### src/rtl/lutfab_pkg.sv
package lutfab_pkg;

    localparam int NCH       = 4;
    localparam int NROW      = 2;
    localparam int NLUT      = 2;
    localparam int NCOL      = NLUT + 1;
    localparam int LUT_IN    = 3;
    localparam int LUT_OUT   = 2;
    localparam int LUT_WORDS = 1 << LUT_IN;
    localparam int LUT_BITS  = LUT_WORDS * LUT_OUT;
    localparam int SEL_W     = $clog2(2 * NCH);
    localparam int XSEL_W    = $clog2(NCH);
    localparam int NIN       = 2 * NCH;
    localparam int NOUT      = NCH;

    typedef struct packed {
        logic [LUT_BITS-1:0]           table_bits;
        logic [LUT_IN-1:0][SEL_W-1:0]  pick;
    } lut_cfg_t;

    typedef struct packed {
        logic [NCH-1:0] l2r;
        logic [NCH-1:0] l2b;
        logic [NCH-1:0] t2r;
        logic [NCH-1:0] t2b;
    } sw_cfg_t;

    typedef struct packed {
        sw_cfg_t  [NCOL-1:0] sw;
        lut_cfg_t [NLUT-1:0] lut;
    } row_cfg_t;

    typedef struct packed {
        row_cfg_t [NROW-1:0]             row;
        logic     [NOUT-1:0][XSEL_W-1:0] xsel;
    } fab_cfg_t;

    localparam int CFG_W = $bits(fab_cfg_t);

    typedef enum logic [1:0] {
        S_EMPTY = 2'd0,
        S_LOAD  = 2'd1,
        S_LIVE  = 2'd2
    } fab_state_t;

endpackage

### src/rtl/lutfab_cfg_ctl.sv
module lutfab_cfg_ctl
    import lutfab_pkg::*;
#(
    parameter int W = CFG_W
) (
    input  logic         clk,
    input  logic         rst,
    input  logic         cfg_en,
    input  logic         cfg_din,
    input  logic         cfg_done,
    output logic [W-1:0] cfg_bits,
    output logic         live
);

    fab_state_t st, st_nx;

    // configuration chain, most significant bit arrives first
    always_ff @(posedge clk) begin
        if (rst) begin
            cfg_bits <= '0;
        end else if (cfg_en) begin
            cfg_bits <= {cfg_bits[W-2:0], cfg_din};
        end
    end

    // state register
    always_ff @(posedge clk) begin
        if (rst) begin
            st <= S_EMPTY;
        end else begin
            st <= st_nx;
        end
    end

    // transitions
    always_comb begin
        st_nx = st;
        unique case (st)
            S_EMPTY: begin
                if (cfg_done)    st_nx = S_LIVE;
                else if (cfg_en) st_nx = S_LOAD;
            end
            S_LOAD: begin
                if (cfg_done)    st_nx = S_LIVE;
            end
            S_LIVE: begin
                if (cfg_done)    st_nx = S_LIVE;
                else if (cfg_en) st_nx = S_LOAD;
            end
            default: st_nx = S_EMPTY;
        endcase
    end

    // outputs
    always_comb begin
        live = 1'b0;
        unique case (st)
            S_LIVE:  live = 1'b1;
            default: live = 1'b0;
        endcase
    end

    // a shifted bit lands at position 0
    a_r2_shift_in: assert property (@(posedge clk) disable iff (rst)
        cfg_en |=> cfg_bits[0] == $past(cfg_din));

    // image is frozen without the enable
    a_r2_hold: assert property (@(posedge clk) disable iff (rst)
        !cfg_en |=> $stable(cfg_bits));

    // the strobe always makes the fabric live
    a_r4_done_goes_live: assert property (@(posedge clk) disable iff (rst)
        cfg_done |=> live);

endmodule

### src/rtl/lutfab_switch.sv
module lutfab_switch
    import lutfab_pkg::*;
(
    input  logic [NCH-1:0] top,
    input  logic [NCH-1:0] left,
    input  sw_cfg_t        cfg,
    output logic [NCH-1:0] bottom,
    output logic [NCH-1:0] right
);

    // every channel is joined only to the same channel number
    for (genvar ch = 0; ch < NCH; ch++) begin : g_ch
        assign bottom[ch] = (top[ch] & cfg.t2b[ch]) | (left[ch] & cfg.l2b[ch]);
        assign right[ch]  = (top[ch] & cfg.t2r[ch]) | (left[ch] & cfg.l2r[ch]);
    end

endmodule

### src/rtl/lutfab_lut3.sv
module lutfab_lut3
    import lutfab_pkg::*;
(
    input  logic [NCH-1:0]     bus_l,
    input  logic [NCH-1:0]     bus_r,
    input  lut_cfg_t           cfg,
    output logic [LUT_OUT-1:0] o
);

    localparam int AW = $clog2(LUT_BITS);

    logic [2*NCH-1:0] pool;
    logic [LUT_IN-1:0] addr;
    logic [AW-1:0]     base;

    assign pool = {bus_r, bus_l};

    for (genvar i = 0; i < LUT_IN; i++) begin : g_pick
        assign addr[i] = pool[cfg.pick[i]];
    end

    assign base = {addr, 1'b0};

    for (genvar b = 0; b < LUT_OUT; b++) begin : g_out
        assign o[b] = cfg.table_bits[base + AW'(b)];
    end

endmodule

### src/rtl/lutfab_xbar.sv
module lutfab_xbar
    import lutfab_pkg::*;
(
    input  logic [NCH-1:0]                 chan,
    input  logic [NOUT-1:0][XSEL_W-1:0]    sel,
    output logic [NOUT-1:0]                out
);

    for (genvar j = 0; j < NOUT; j++) begin : g_out
        assign out[j] = chan[sel[j]];
    end

endmodule

### src/rtl/lutfab_top.sv
module lutfab_top
    import lutfab_pkg::*;
(
    input  logic            clk,
    input  logic            rst,
    input  logic            cfg_en,
    input  logic            cfg_din,
    input  logic            cfg_done,
    input  logic [NIN-1:0]  fab_in,
    output logic [NOUT-1:0] fab_out
);

    logic [CFG_W-1:0] cfg_bits;
    logic             live;
    fab_cfg_t         cfg;
    logic [NOUT-1:0]  xbar_out;

    lutfab_cfg_ctl #(.W(CFG_W)) u_ctl (
        .clk      (clk),
        .rst      (rst),
        .cfg_en   (cfg_en),
        .cfg_din  (cfg_din),
        .cfg_done (cfg_done),
        .cfg_bits (cfg_bits),
        .live     (live)
    );

    assign cfg = fab_cfg_t'(cfg_bits);

    for (genvar r = 0; r < NROW; r++) begin : g_row
        logic [NCH-1:0] lbus;
        logic [NCH-1:0] unused_edge;

        for (genvar c = 0; c < NCOL; c++) begin : g_col
            logic [NCH-1:0] top, left, bot, right;

            if (r == 0) begin : g_top_in
                if (c % 2 == 0) begin : g_lo
                    assign top = fab_in[NCH-1:0];
                end else begin : g_hi
                    assign top = fab_in[NIN-1:NCH];
                end
            end else if (c == 0) begin : g_top_lut
                assign top = g_row[r-1].lbus;
            end else begin : g_top_sw
                assign top = g_row[r-1].g_col[c].bot;
            end

            if (c == 0) begin : g_left_in
                assign left = fab_in[NIN-1:NCH];
            end else begin : g_left_chain
                assign left = g_row[r].g_col[c-1].right;
            end

            lutfab_switch u_sw (
                .top    (top),
                .left   (left),
                .cfg    (cfg.row[r].sw[c]),
                .bottom (bot),
                .right  (right)
            );

            if (c == NCOL - 1) begin : g_edge
                assign unused_edge = right;
            end
        end

        for (genvar k = 0; k < NLUT; k++) begin : g_lut
            lutfab_lut3 u_lut (
                .bus_l (g_row[r].g_col[k].bot),
                .bus_r (g_row[r].g_col[k+1].bot),
                .cfg   (cfg.row[r].lut[k]),
                .o     (lbus[LUT_OUT*k +: LUT_OUT])
            );
        end
    end

    lutfab_xbar u_xbar (
        .chan (g_row[NROW-1].lbus),
        .sel  (cfg.xsel),
        .out  (xbar_out)
    );

    assign fab_out = live ? xbar_out : '0;

    // reset leaves the outputs dark
    a_r1_reset_dark: assert property (@(posedge clk)
        rst |=> fab_out == '0);

    // a shift edge without the strobe leaves the outputs dark
    a_r3_dark_while_loading: assert property (@(posedge clk) disable iff (rst)
        (cfg_en && !cfg_done) |=> fab_out == '0);

endmodule

### config.mk
export PLATFORM = sky130hd
export DESIGN_NAME = lutfab_top
export DESIGN_NICKNAME = d
export VERILOG_FILES = /design/src/rtl/lutfab_pkg.sv /design/src/rtl/lutfab_cfg_ctl.sv /design/src/rtl/lutfab_switch.sv /design/src/rtl/lutfab_lut3.sv /design/src/rtl/lutfab_xbar.sv /design/src/rtl/lutfab_top.sv
export SDC_FILE = /design/constraint.sdc
export NUM_CORES = 1
export LEC_CHECK = 0
export ABC_AREA = 1
export BUFFER_PORTS_ARGS = -buffer_cell sky130_fd_sc_hd__buf_2
export CORE_MARGIN = 2
export CORE_UTILIZATION = 63
export DETAILED_ROUTE_END_ITERATION = 10
export HOLD_SLACK_MARGIN = 0.02
export PLACE_DENSITY = 0.76
export SETUP_SLACK_MARGIN = 0.15
export SYNTH_ARGS = -nofsm -noshare
export SYNTH_HDL_FRONTEND = slang
export SYNTH_SLANG_ARGS = --single-unit
### constraint.sdc
create_clock -name clk -period 3.6 [get_ports clk]
set_input_delay 0.36 -clock clk [delete_from_list [all_inputs] [get_ports clk]]
set_output_delay 0.36 -clock clk [all_outputs]
set_load 0.1 [all_outputs]
==> results.md <==
* Status: finished with violations
* Failing checks: setup timing
* Initial DRC count at 880
* Busiest grt layer: met2
* Antenna Violating Nets Remaining at 0
* M1 GR Usage at 0.433
* #FFs+latches synth at 202
* Start point of the worst min-delay path: cfg_done
* R2r setup slk at 2640 ps
* Depth of the most critical reg-to-reg path at 2
* Global route total overflow at 0
* Worst IR drop on VDD at 417 µV
* Period utilization at 1.12
* Post-DP HPWL at 14,100 µm
* Met3 Track Usage GR at 0.0304
* Clock sink total at 202
* FMAX at 0.247 GHz
* Routability cong. at 0.864
* PortBufs at 16
* Die H at 125 µm
* Cell leakage power at 4.71 nW
* Fin. Hold Viols at 0
* Ys Warns at 0
* RSZ-0062 raised after global routing: yes
* Power Dens Cells at 500 nW/µm²
* Area of the core at 14,400 µm²
* Clock Tree Buf Depth at 3
* Antenna diodes at 0
* Skew final at 7.15 ps
* Relative max-transition margin at 0.489
* First-pass GRT wire length at 39,400 µm
* Synthesized instance count at 1,329
* Worst-Margin Slew at 766 ps
* Crit-path most repeated cell: nand2_2
* Proportion of layout cells with a drive suffix above 1 at 0.244
* Routed len/inst at 15.3 µm
* Chip Width at 125 µm
* Area Growth Syn to Fin at 22.2%
* Final Slew Violations at 0
* FF+latch area at 4060 µm²
* Hold WC Path Type: in -> reg
* Drc violations at 0
* Vias per inst at 5.74
* Worst setup EP type: primary output
* Worst skew pair latency at 500 ps
* Sequential-to-total area share from yosys stat at 0.437
* Largest fanout on the critical path at 8
* Cell Rows at 44
* Maxcap violations at 0
* Yosys cell types at 26
* Dpl cells at 1,492
* Area of the mapped netlist at 9250 µm²
* Starting density of the core at 0.641
* Worst Path Arrival at 3680 ps
* Vias in the first global route at 8,089
* H-tree depth at 1
* Worst hold path stage count at 3
* Largest net degree at the start of global routing at 93
* Placed cell area at 9650 µm²
* Via count at 8,925
* Post-route cell area at 11,300 µm²
* Non-Filler Instances at 1,555
* Worst path max stage delay at 350 ps
* Die ar. at 15,700 µm²
* Final setup violation count at 4
* Tot GR Track Use at 0.292
* Critical Path Source Type: register
* WHS Endpoint: u_ctl.st[1]
* Min cycle time layout at 4040 ps
* Reg2reg end: u_ctl.cfg_bits[131]
* TritonCTS buffer count at 22
* Multi-input gate area at 5530 µm²
* Root Driver: clkbuf_16
* Critical Path RT at 3240 ps
* Nets@finish at 1,368
* Setup CP Type: reg -> out
* Core Util, Final at 0.783
* Filler cell count in the final layout at 1,056
* RR Startpoint: u_ctl.cfg_bits[131]
* Total power at 5.65 mW
* Final worst slack at -444 ps
* Syn_area_per_cell at 6.96 µm²
* Mapped Nets at 1,342
* Initial DRT Pass Iterations at 5
* Antenna violations before repair at 0
* Worst-path clk slew at 60 ps
* Ports at 17
* M2 GR Usage at 0.465
* CTS tree: built
* Slowest-stage cell, CP: dfxtp_2
* Post-Route WL at 23,900 µm
area by class of cell:
class                   instances  area share
flip-flops and latches        202       0.359
clock inverters                 6     0.00266
inverters                      53      0.0194
well taps                     184      0.0204
repair buffers                 64      0.0484
clock buffers                  34      0.0599
multi-input cells            1012       0.490
worst max-delay path: cells and delay by family (launching register included):
kind,cells,cell delay [ps]
AO/OA/AOI/OAI,1,150
buffers and inverters,1,180
flip-flops,1,350
AND/OR/NAND/NOR,29,2480
stage by stage:
stage,hold WS [ps],setup slack [ps],setup TNS [ps]
finish,111,-444,-1740
global route,118,-621,-2430
CTS,98.9,-376,-1490
detailed placement,465,-97.1,-354
global placement,461,-36.7,-138
floorplan,449,321,0
sequential cells by signal, summed over array words and instances, names as in the netlist:
register        count
u_ctl.cfg_bits    200
u_ctl.st            2
worst max-delay path by stage:
stage,from,end,slack [ps],cells after the start
detailed placement,fab_in[4],fab_out[2],-100,31
global route,u_ctl.cfg_bits[73],fab_out[0],-620,31
global placement,fab_in[6],fab_out[1],-40,25
finish,u_ctl.cfg_bits[73],fab_out[1],-440,31
floorplan,fab_in[7],fab_out[0],320,29
CTS,u_ctl.cfg_bits[65],fab_out[2],-380,30
power breakdown:
part	total (mW)	internal [mW]	leakage, nW	switching [mW]
Sequential	2.52	2.38	1.67	0.140
Combinational	0.949	0.342	2.68	0.607
Clock	2.18	1.29	0.356	0.889
Total	5.65	4.01	4.71	1.64
what timing repair did:
action	in CTS	in global routing
hold buffers	0	0
cloned	3	3
setup endpoints to repair	4	4
setup buffers	11	6
gates resized for setup	99	101
pin swaps	51	81
layout by cell type (no fill, tap or decap), types with 2 or more instances in the layout:
cell type	instances
a21oi_2	6
buf_2	11
a21oi_1	62
nand2_1	129
o21ai_2	2
nand2_8	2
o21ai_4	7
nand2_2	85
clkinv_2	6
a21oi_4	9
nand3_4	12
inv_2	5
nand3b_1	4
o21ai_1	12
clkbuf_16	23
a21boi_1	2
a21boi_0	2
clkbuf_8	6
dfxtp_1	190
o211ai_1	4
nand3_2	59
buf_4	42
dfxtp_2	11
buf_6	5
clkbuf_1	5
nand2_4	28
nor2_1	307
inv_1	42
o21ai_0	209
buf_12	6
nand3_1	67
inv_6	2
inv_4	4
cell usage after synthesis, drive strengths merged:
master	number	area, µm²
nand3b	4	30.0
o21ai	230	1170
nor2	308	1160
dfxtp	202	4040
a21oi	77	434
nand2	240	1060
inv	53	199
nand3	136	803
a22oi	1	7.51
clkbuf	61	229
a21boi	5	41.3
o211ai	4	30.0
buf	7	33.8
o31ai	1	7.51
metal layers:
metal | part of all wire | wire length, µm
met5 | 0 | 0
met4 | 0.016 | 387
met3 | 0.055 | 1300
met2 | 0.47 | 11100
met1 | 0.46 | 11100
kinds of logic (layout without fill, tap and decap cells):
family,count (synthesis),in the layout,share of synthesized area
buffers and inverters,121,157,0.0499
and+or+nand+nor,688,694,0.330
AOI/OAI and AO/OA,318,318,0.183
DFF,202,202,0.437
Note: power is estimated with default switching activity, not from simulation.
